$ cat src/rtl/ddc_pkg.sv
package ddc_pkg;

    localparam int IN_W_DEF    = 12;
    localparam int PHASE_W_DEF = 32;
    localparam int ANGLE_W_DEF = 16;
    localparam int ITER_DEF    = 14;
    localparam int FRAC_W_DEF  = 4;
    localparam int STAGES_DEF  = 3;
    localparam int RMAX_DEF    = 256;

    typedef enum logic [0:0] {
        ST_RELOAD = 1'b0,
        ST_RUN    = 1'b1
    } dec_state_t;

    // arctan(2^-k) in units of 1/65536 turn; at most 14 iterations are meaningful
    function automatic logic [15:0] atan_step(input int k);
        logic [15:0] v;
        case (k)
            0:       v = 16'd8192;
            1:       v = 16'd4836;
            2:       v = 16'd2555;
            3:       v = 16'd1297;
            4:       v = 16'd651;
            5:       v = 16'd326;
            6:       v = 16'd163;
            7:       v = 16'd81;
            8:       v = 16'd41;
            9:       v = 16'd20;
            10:      v = 16'd10;
            11:      v = 16'd5;
            12:      v = 16'd3;
            13:      v = 16'd1;
            default: v = 16'd0;
        endcase
        return v;
    endfunction

endpackage

$ cat src/rtl/ddc_cordic.sv
module ddc_cordic #(
    parameter int IN_W    = ddc_pkg::IN_W_DEF,
    parameter int ANGLE_W = ddc_pkg::ANGLE_W_DEF,
    parameter int ITER    = ddc_pkg::ITER_DEF,
    parameter int FRAC_W  = ddc_pkg::FRAC_W_DEF
) (
    input  logic                      clk,
    input  logic                      rst_n,
    input  logic                      in_valid,
    input  logic signed [IN_W-1:0]    in_x,
    input  logic signed [IN_W-1:0]    in_y,
    input  logic [ANGLE_W-1:0]        in_angle,
    output logic                      out_valid,
    output logic signed [IN_W+1:0]    out_x,
    output logic signed [IN_W+1:0]    out_y
);
    localparam int W  = IN_W + 2 + FRAC_W;
    localparam int ZW = ANGLE_W + 2;

    logic signed [W-1:0]  xs [ITER+1];
    logic signed [W-1:0]  ys [ITER+1];
    logic signed [ZW-1:0] zs [ITER+1];
    logic                 vs [ITER+1];

    logic [ANGLE_W-1:0]   neg_a;
    logic                 fold;
    logic [ANGLE_W-1:0]   z_fold;
    logic signed [W-1:0]  x_ext, y_ext;

    // rotate by minus the phase; fold [90,270) degrees by a half-turn
    always_comb begin
        neg_a  = -in_angle;
        fold   = neg_a[ANGLE_W-1] ^ neg_a[ANGLE_W-2];
        z_fold = {neg_a[ANGLE_W-1] ^ fold, neg_a[ANGLE_W-2:0]};
        x_ext  = {{2{in_x[IN_W-1]}}, in_x, {FRAC_W{1'b0}}};
        y_ext  = {{2{in_y[IN_W-1]}}, in_y, {FRAC_W{1'b0}}};
    end

    always_ff @(posedge clk) begin
        if (!rst_n) begin
            for (int s = 0; s <= ITER; s++) begin
                xs[s] <= '0;
                ys[s] <= '0;
                zs[s] <= '0;
                vs[s] <= 1'b0;
            end
        end else begin
            vs[0] <= in_valid;
            xs[0] <= fold ? -x_ext : x_ext;
            ys[0] <= fold ? -y_ext : y_ext;
            zs[0] <= {{2{z_fold[ANGLE_W-1]}}, z_fold};
            for (int k = 0; k < ITER; k++) begin
                vs[k+1] <= vs[k];
                if (zs[k][ZW-1]) begin
                    xs[k+1] <= xs[k] + (ys[k] >>> k);
                    ys[k+1] <= ys[k] - (xs[k] >>> k);
                    zs[k+1] <= zs[k] + $signed({{(ZW-16){1'b0}}, ddc_pkg::atan_step(k)});
                end else begin
                    xs[k+1] <= xs[k] - (ys[k] >>> k);
                    ys[k+1] <= ys[k] + (xs[k] >>> k);
                    zs[k+1] <= zs[k] - $signed({{(ZW-16){1'b0}}, ddc_pkg::atan_step(k)});
                end
            end
        end
    end

    assign out_valid = vs[ITER];
    assign out_x     = xs[ITER][W-1:FRAC_W];
    assign out_y     = ys[ITER][W-1:FRAC_W];

endmodule

$ cat src/rtl/ddc_decim_ctrl.sv
module ddc_decim_ctrl
    import ddc_pkg::*;
#(
    parameter int RMAX = ddc_pkg::RMAX_DEF,
    parameter int RW   = $clog2(RMAX) + 1
) (
    input  logic          clk,
    input  logic          rst_n,
    input  logic [RW-1:0] ratio_req,
    input  logic          smp_valid,
    output logic          dump,
    output logic          reload,
    output logic          running,
    output logic [RW-1:0] ratio_held
);
    localparam int CNT_W = $clog2(RMAX);

    dec_state_t       state_q, state_d;
    logic [RW-1:0]    eff;
    logic [CNT_W-1:0] cnt_q;
    logic             last_slot;

    always_comb begin
        if (ratio_req == '0)
            eff = RW'(1);
        else if (ratio_req > RW'(RMAX))
            eff = RW'(RMAX);
        else
            eff = ratio_req;
    end

    assign last_slot = (cnt_q == CNT_W'(ratio_held - RW'(1)));

    // state register
    always_ff @(posedge clk) begin
        if (!rst_n)
            state_q <= ST_RELOAD;
        else
            state_q <= state_d;
    end

    // next state
    always_comb begin
        state_d = state_q;
        unique case (state_q)
            ST_RELOAD: state_d = ST_RUN;
            ST_RUN:    if (eff != ratio_held) state_d = ST_RELOAD;
        endcase
    end

    // outputs
    always_comb begin
        dump    = 1'b0;
        reload  = 1'b0;
        running = 1'b0;
        unique case (state_q)
            ST_RELOAD: reload = 1'b1;
            ST_RUN: begin
                running = 1'b1;
                dump    = smp_valid && last_slot;
            end
        endcase
    end

    always_ff @(posedge clk) begin
        if (!rst_n) begin
            ratio_held <= RW'(1);
            cnt_q      <= '0;
        end else if (reload) begin
            ratio_held <= eff;
            cnt_q      <= '0;
        end else if (smp_valid) begin
            cnt_q <= last_slot ? '0 : cnt_q + CNT_W'(1);
        end
    end

endmodule

$ cat src/rtl/ddc_cic.sv
module ddc_cic #(
    parameter int IN_W   = ddc_pkg::IN_W_DEF + 2,
    parameter int STAGES = ddc_pkg::STAGES_DEF,
    parameter int GROWTH = ddc_pkg::STAGES_DEF * $clog2(ddc_pkg::RMAX_DEF),
    parameter int OW     = IN_W + GROWTH
) (
    input  logic                  clk,
    input  logic                  rst_n,
    input  logic                  in_valid,
    input  logic signed [IN_W-1:0] in_data,
    input  logic                  dump,
    input  logic                  clear,
    output logic                  out_valid,
    output logic signed [OW-1:0]  out_data
);
    logic signed [OW-1:0] integ [STAGES];
    logic signed [OW-1:0] sum   [STAGES];
    logic signed [OW-1:0] dly   [STAGES];
    logic signed [OW-1:0] dif   [STAGES];
    logic signed [OW-1:0] ext;

    always_comb begin
        ext    = {{GROWTH{in_data[IN_W-1]}}, in_data};
        sum[0] = integ[0] + ext;
        for (int k = 1; k < STAGES; k++)
            sum[k] = integ[k] + sum[k-1];
        dif[0] = sum[STAGES-1] - dly[0];
        for (int k = 1; k < STAGES; k++)
            dif[k] = dif[k-1] - dly[k];
    end

    always_ff @(posedge clk) begin
        if (!rst_n) begin
            for (int k = 0; k < STAGES; k++) begin
                integ[k] <= '0;
                dly[k]   <= '0;
            end
            out_valid <= 1'b0;
            out_data  <= '0;
        end else begin
            out_valid <= 1'b0;
            if (in_valid)
                for (int k = 0; k < STAGES; k++)
                    integ[k] <= sum[k];
            if (clear) begin
                for (int k = 0; k < STAGES; k++)
                    dly[k] <= '0;
            end else if (dump) begin
                dly[0] <= sum[STAGES-1];
                for (int k = 1; k < STAGES; k++)
                    dly[k] <= dif[k-1];
                out_data  <= dif[STAGES-1];
                out_valid <= 1'b1;
            end
        end
    end

endmodule

$ cat src/rtl/ddc_channel.sv
module ddc_channel #(
    parameter int IN_W    = ddc_pkg::IN_W_DEF,
    parameter int PHASE_W = ddc_pkg::PHASE_W_DEF,
    parameter int ANGLE_W = ddc_pkg::ANGLE_W_DEF,
    parameter int ITER    = ddc_pkg::ITER_DEF,
    parameter int FRAC_W  = ddc_pkg::FRAC_W_DEF,
    parameter int STAGES  = ddc_pkg::STAGES_DEF,
    parameter int RMAX    = ddc_pkg::RMAX_DEF,
    parameter int RW      = $clog2(RMAX) + 1,
    parameter int MIX_W   = IN_W + 2,
    parameter int OUT_W   = MIX_W + STAGES * $clog2(RMAX)
) (
    input  logic                     clk,
    input  logic                     rst_n,
    input  logic                     in_valid,
    input  logic signed [IN_W-1:0]   in_re,
    input  logic signed [IN_W-1:0]   in_im,
    input  logic [PHASE_W-1:0]       freq_word,
    input  logic [RW-1:0]            decim_ratio,
    output logic                     out_valid,
    output logic signed [OUT_W-1:0]  out_i,
    output logic signed [OUT_W-1:0]  out_q
);
    logic [PHASE_W-1:0]       phase_q;
    logic                     mix_valid;
    logic signed [MIX_W-1:0]  mix_lane  [2];
    logic signed [OUT_W-1:0]  lane_out  [2];
    logic                     lane_valid [2];
    logic                     dump, reload, running;
    logic [RW-1:0]            ratio_held;

    always_ff @(posedge clk) begin
        if (!rst_n)
            phase_q <= '0;
        else if (in_valid)
            phase_q <= phase_q + freq_word;
    end

    ddc_cordic #(
        .IN_W(IN_W), .ANGLE_W(ANGLE_W), .ITER(ITER), .FRAC_W(FRAC_W)
    ) u_cordic (
        .clk       (clk),
        .rst_n     (rst_n),
        .in_valid  (in_valid),
        .in_x      (in_re),
        .in_y      (in_im),
        .in_angle  (phase_q[PHASE_W-1 -: ANGLE_W]),
        .out_valid (mix_valid),
        .out_x     (mix_lane[0]),
        .out_y     (mix_lane[1])
    );

    ddc_decim_ctrl #(.RMAX(RMAX), .RW(RW)) u_ctrl (
        .clk        (clk),
        .rst_n      (rst_n),
        .ratio_req  (decim_ratio),
        .smp_valid  (mix_valid),
        .dump       (dump),
        .reload     (reload),
        .running    (running),
        .ratio_held (ratio_held)
    );

    for (genvar g = 0; g < 2; g++) begin : g_lane
        ddc_cic #(
            .IN_W(MIX_W), .STAGES(STAGES), .GROWTH(OUT_W - MIX_W), .OW(OUT_W)
        ) u_cic (
            .clk       (clk),
            .rst_n     (rst_n),
            .in_valid  (mix_valid),
            .in_data   (mix_lane[g]),
            .dump      (dump),
            .clear     (reload),
            .out_valid (lane_valid[g]),
            .out_data  (lane_out[g])
        );
    end

    assign out_valid = lane_valid[0];
    assign out_i     = lane_out[0];
    assign out_q     = lane_out[1];

endmodule

$ cat config.mk
export PLATFORM = sky130hd
export DESIGN_NAME = ddc_channel
export DESIGN_NICKNAME = d
export VERILOG_FILES = /design/src/rtl/ddc_pkg.sv /design/src/rtl/ddc_cordic.sv /design/src/rtl/ddc_decim_ctrl.sv /design/src/rtl/ddc_cic.sv /design/src/rtl/ddc_channel.sv
export SDC_FILE = /design/constraint.sdc
export NUM_CORES = 2
export LEC_CHECK = 0
export BUFFER_PORTS_ARGS = -buffer_cell sky130_fd_sc_hd__buf_2
export CORE_MARGIN = 2
export CORE_UTILIZATION = 40
export DETAILED_ROUTE_END_ITERATION = 10
export PLACE_DENSITY = 0.56
export SETUP_SLACK_MARGIN = 0.5
export SLEW_MARGIN = 20
export SYNTH_ARGS = -nofsm -noshare
export SYNTH_HDL_FRONTEND = slang
export SYNTH_SLANG_ARGS = --single-unit
$ cat constraint.sdc
create_clock -name clk -period 29 [get_ports clk]
set_input_delay 0 -clock clk [delete_from_list [all_inputs] [get_ports clk]]
set_output_delay 0 -clock clk [all_outputs]
set_load 0.02 [all_outputs]
### After elaboration in Yosys (flattened, before gate mapping)

Memories as Yosys holds them, arrays and structs flattened.
Index checks and enable logic that the tools add are counted.

| storage, ports and cells | value |
|---|---|
| register bits | 127 |
| bits in writable memories | 1,281 |
| bits of input ports | 68 |
| output and inout port bits | 77 |
| word-level logic and storage cells | 526 |
| memories | 8 |

| cells by class | value |
|---|---|
| add/subtract/negate cells | 101 |
| $lt $le $gt $ge | 1 |
| equal/unequal tests | 2 |
| mux-type cells | 280 |
| bitwise logic cells | 123 |
| reduce and logical (&&, ||, !) cells | 4 |

Memory list:

| name | words | width | read ports | clocked after memory_dff | write ports | line | RTL |
|---|---|---|---|---|---|---|---|
| u_cordic.xs | 15 | 18 | 15 | 0 | 15 | ddc_cordic.sv:20 | `logic signed [W-1:0] xs [ITER+1];` |
| u_cordic.ys | 15 | 18 | 15 | 0 | 15 | ddc_cordic.sv:21 | `logic signed [W-1:0] ys [ITER+1];` |
| u_cordic.zs | 15 | 18 | 14 | 0 | 15 | ddc_cordic.sv:22 | `logic signed [ZW-1:0] zs [ITER+1];` |
| g_lane[0].u_cic.dly | 3 | 38 | 3 | 0 | 3 | ddc_cic.sv:18 | `logic signed [OW-1:0] dly [STAGES];` |
| g_lane[0].u_cic.integ | 3 | 38 | 3 | 0 | 3 | ddc_cic.sv:16 | `logic signed [OW-1:0] integ [STAGES];` |
| g_lane[1].u_cic.dly | 3 | 38 | 3 | 0 | 3 | ddc_cic.sv:18 |  |
| +2 memories | -- | -- | -- | -- | -- | -- |  |

Operators with widths:

| kind | number |
|---|---|
| 18-bit 2-to-1 mux | 89 |
| 16-bit 2-to-1 mux | 56 |
| 38-bit 2-to-1 mux | 18 |
| 18-bit by 17-bit adder with 18-bit output | 16 |
| 18-bit by 17-bit subtractor with 18-bit output | 16 |
| 38-bit subtractor | 6 |
| 38-bit adder | 4 |
| 1-bit bitwise OR | 120 |
| 1-bit 2-to-1 mux | 113 |
| 38-bit by 14-bit adder with 38-bit output | 2 |
| 18-bit by 10-bit adder with 18-bit output | 2 |
| 18-bit by 11-bit adder with 18-bit output | 2 |
| 18-bit by 12-bit adder with 18-bit output | 2 |
| 18-bit by 13-bit adder with 18-bit output | 2 |
| 18-bit by 14-bit adder with 18-bit output | 2 |
| 18-bit by 15-bit adder with 18-bit output | 2 |
| 18-bit by 16-bit adder with 18-bit output | 2 |
| 18-bit by 5-bit adder with 18-bit output | 2 |
| 18-bit by 6-bit adder with 18-bit output | 2 |
| 18-bit by 7-bit adder with 18-bit output | 2 |
| 18-bit by 8-bit adder with 18-bit output | 2 |
| 18-bit by 9-bit adder with 18-bit output | 2 |
| 16-bit negation with 18-bit output | 2 |
| 18-bit by 10-bit subtractor with 18-bit output | 2 |
| other kinds (28) | 43 |

### Logic depth before layout (Yosys ltp)

| depth | value |
|---|---|
| depth after elaboration | 9 |
| mapped depth | 65 |
| gate-level depth less buffers | 65 |

### Modules after synthesis

Synthesis repeated with hierarchy kept, for this count alone.

| second synthesis, totals | value |
|---|---|
| cell total of the unflattened synthesis | 11,883 |
| area total of the unflattened synthesis | 108,093.7 um^2 |

By module, submodules not included:

| module | instances | cells each | area an instance (um^2) | seq. area each (um^2) |
|---|---|---|---|---|
| ddc_cordic | 1 | 6,732 | 61,771.7 | 22,001.1 |
| ddc_cic (g_lane[1].u_cic) | 1 | 2,397 | 21,493.1 | 7,627.3 |
| ddc_cic (g_lane[0].u_cic) | 1 | 2,265 | 20,792.4 | 7,627.3 |
| ddc_channel | 1 | 351 | 2,876.5 | 640.6 |
| ddc_decim_ctrl | 1 | 138 | 1,159.9 | 360.3 |

### Worst setup path before layout

Ideal clock, no wire load.

| timing | value |
|---|---|
| path kind | flip-flop to flip-flop |
| start point | memory g_lane[0].u_cic.integ[0][0] in the netlist's numbering |
| end point | register g_lane[0].u_cic.out_data[37] |
| library setup time | 0.059 ns |
| arrival | 10.915 ns |
| data required time | 28.941 ns |
| slack | 18.026 ns |
| cell stages (with the launch flop) | 65 |
| buffers on the path | 1 |
| clock period less this slack | 10.974 ns |
| path through | edfxtp_1 -> ha_1 -> fa_1 -> a21o_1 -> a21oi_1 -> o21bai_1 -> a21oi_1 -> o21bai_1 -> a211oi_1 -> a21oi_1 -> a21oi_1 -> o21bai_1 -> a21oi_1 -> xnor2_1 -> ha_1 -> nand4_1 -> nor2_1 -> a211oi_1 -> [29 not listed] -> a21oi_1 -> o21ai_0 -> nor3b_1 -> nor2_1 -> ha_1 -> nand4_1 -> nor2_1 -> nand2_1 -> o221ai_1 -> or3_1 -> a311oi_1 -> nor3_1 -> a211o_1 -> a21oi_1 -> xnor2_1 -> xnor3_1 -> o21ai_1 -> and2_1 |

RTL lines:

| item | line | RTL |
|---|---|---|
| start, declared | ddc_cic.sv:16 |  |
| end signal, assigned | ddc_cic.sv:52 | `out_data <= dif[STAGES-1];` |
| end, declared | ddc_cic.sv:14 | `output logic signed [OW-1:0] out_data` |

==> results.toml <==
[worst_setup_path]
rrSetupSlack_ns = 16.07
regToRegStartpoint = "g_lane[0].u_cic.integ[0][0]$_SDFFCE_PN0P_"
cp_top_family = "compound AO/OA/AOI/OAI gates"
critPathKind = "reg2reg"
crit_path_top_delay_cell = "o31ai_1"
worstRegToRegCells = 61
crit_path_end_kind = "register"
critPathMaxFanout = 7
path_buf_inv = 2
cp.arrival_ns = 13.69
regToRegEndpoint = "g_lane[0].u_cic.out_data[37]$_SDFFE_PN0P_"
cpMostUsedCell = "a21oi_1"
cpPeakStageDelay_ns = 0.59
worstPathRequired_ns = 29.76
worstSetupStartpointType = "register"
worstSetupPathDepth = 61

[clock_tree]
clk_pin_slew_ns = 0.06
post_cts_buffers = 0
clock_sinks = 1336
cts_buffer_depth = 3
clkLatencyLatePin_ns = 0.83
cts_resized = 0
ctsHoldBuffers = 146
cts_made_buffers = 165
cts_tree = "yes"
cts-root-buf = "clkbuf_16"
htreeDepth = 4

[placed_design]
hpwl_mm = 214.1
gp_congestion = 0.8803
port_buffers = 144

[run_status]
status = "complete, no violations"

[yosys]
synthArstFlopShare_pct = 0
yosys-top-cells-count = "nor2_1 (1370), ha_1 (1212), edfxtp_1 (1150), a21oi_1 (967), inv_1 (886)"
ys.flop_type = "edfxtp_1"
synth_area_sq_mm = 0.1036
synth_area_leaders = "edfxtp_1 (33%), ha_1 (15%), xnor2_1 (6.2%)"
yosysSeqAreaShare_pct = 36.91
synth_edf_count = 1150
ys_warn_count = 0
synth_top_area_share_pct = 33.32
yosysUniqueCellTypes = 93
syn_area_per_cell_sq_um = 9.196
synth_top_area_cell = "edfxtp_1"
ys_seq_elements = 1336
yosysMostFrequentCell = "nor2_1"
synth_cells = 11270

[sta]
fin_crit_ns = 12.93
finalSetupViolCount = 0
fmax_mhz = 77.33
tightestPinTransition_ns = 1.061
hold_violations = 0
slew_headroom_pct = 29.29
fin_crit_sh_pct = 44.59
drv_slew = 0
fin_setup_tns_ns = 0
fin_skew_ns = 0.04231
rsz0062_at_grt = "false"

[route]
drc = 0
dr.pass1.iters = 6
ant_nets = 0
drtIter0Drc = 4702
viasPerCell = 5.255
drt-wirelength-per-cell_um = 17.56
drt_wl_total_mm = 276.0
via_count = 82593

[global_route]
grt_overflow = 0
grt_antenna_before_repair = 4
grt_pass1_wl_mm = 436.5
grt_usage_pct = 20.53
grt_start_max_net_pins = 139
grt_pass1_vias = 81711

[finish]
drive_above_1_share_pct = 4.250
fin_nets = 13527
syn_to_final_growth_pct = 13.57

[floorplanning]
core_region_area_sq_mm = 0.2572
die_h_um = 513.0
num_rows = 186
die_x_um = 513.0
die_area_sq_mm = 0.2632
io_pins = 145
start_util_pct = 40.30

[run]
cap_violations = 0

[min_path]
holdPathEnd = "u_ctrl.ratio_held[2]$_SDFFE_PN0N_"
whs_path_depth = 5
worstHoldStart = "decim_ratio[2]"
min_path_type = "in2reg"
-- cell type report --
cell class	instances	area, sq um
Antenna cell	3	7.507
Clock buffer	218	4534
Clock inverter	82	1027
Fill cell	24742	139500
Inverter	895	3369
Multi-Input combinational cell	9454	63630
Sequential cell	1336	38260
Tap cell	3384	4234
Timing Repair Buffer	345	2643
-- cells in the final DEF (no fill, tap or decap), types with 146 or more instances in the layout --
master	Yosys	routed
nor2_1	1370	1369
ha_1	1212	1212
edfxtp_1	1150	1150
a21oi_1	967	967
inv_1	886	886
xnor2_1	733	733
conb_1	1	694
nand2_1	645	644
o21ai_0	493	492
xor2_1	366	366
a21o_1	361	361
nor3_1	282	282
and2_1	235	235
o21bai_1	208	208
and3_1	197	197
dfxtp_1	186	185
clkbuf_16	0	169
nand3_1	151	149
dlygate4sd3_1	0	146
-- state kept, by name, indices dropped and copies added (netlist names), 8 cells and up --
signal                 cells
g_lane.u_cic.dly         228
u_cordic.zs              233
u_ctrl.ratio_held          9
u_cordic.ys              252
u_ctrl.cnt_q               8
phase_q                   32
g_lane.u_cic.out_data     76
u_cordic.vs               15
u_cordic.xs              253
g_lane.u_cic.integ       228
-- worst reg2reg max path: cells and delay by family (launching register included) --
kind | cells | cell delay (ns)
compound gates | 27 | 5.82
simple gates | 20 | 3.09
fa+ha+maj | 7 | 2.40
xor+xnor | 5 | 1.06
flops | 1 | 0.36
buf+inv | 2 | 0.18
-- how the worst max path moves through the flow --
| stage | start | end | slack, ns |
|---|---|---|---|
| floorplan | g_lane[0].u_cic.integ[0][0]$_SDFFCE_PN0P_ | g_lane[0].u_cic.out_data[37]$_SDFFE_PN0P_ | 18.03 |
| detailed placement | g_lane[0].u_cic.integ[0][0]$_SDFFCE_PN0P_ | g_lane[0].u_cic.out_data[37]$_SDFFE_PN0P_ | 16.21 |
| global placement | g_lane[0].u_cic.integ[0][0]$_SDFFCE_PN0P_ | g_lane[0].u_cic.out_data[37]$_SDFFE_PN0P_ | 16.26 |
| CTS | g_lane[0].u_cic.integ[0][0]$_SDFFCE_PN0P_ | g_lane[0].u_cic.out_data[37]$_SDFFE_PN0P_ | 16.12 |
| finish | g_lane[0].u_cic.integ[0][0]$_SDFFCE_PN0P_ | g_lane[0].u_cic.out_data[37]$_SDFFE_PN0P_ | 16.07 |
| global route | u_cordic.xs[14][4]$_SDFFCE_PN0P_ | g_lane[0].u_cic.out_data[37]$_SDFFE_PN0P_ | 14.80 |
-- per-layer routing --
layer  share of wire, %  global-route usage (%)
met5                  0                       0
met4                4.0                   8.353
met3                2.9                   2.174
met2                 50                   37.03
met1                 43                   24.78
-- through the flow --
step	hold slack [ns]	instance area, sq um	util [%]	setup WS, ns	instances
floorplan	0.1286	106200	-	18.03	11963
finish	0.1078	117700	45.77	16.07	15717
global route	0.08498	117700	45.77	14.80	15715
detailed placement	0.2767	110700	43.04	16.21	15268
CTS	0.001023	117700	45.77	16.12	15714
global placement	0.2786	110700	43.04	16.26	15268
-- kinds of logic (layout without fill, tap and decap cells) --
| logic type | count (synthesis) | after routing | synth area share [%] |
|---|---|---|---|
| simple gates | 3511 | 3511 | 16.01 |
| compound gates | 2783 | 2783 | 16.86 |
| flops | 1336 | 1336 | 36.91 |
| fa+ha+maj | 1262 | 1262 | 15.60 |
| buf+inv | 1173 | 1540 | 4.252 |
| xor+xnor | 1104 | 1104 | 9.391 |
| mux | 100 | 100 | 0.9755 |
| other cells | 1 | 697 | 0.003618 |
Power is left out: the tool's default activity adds up to more than one toggle a clock period on the data nets, which glitch-free logic cannot reach.
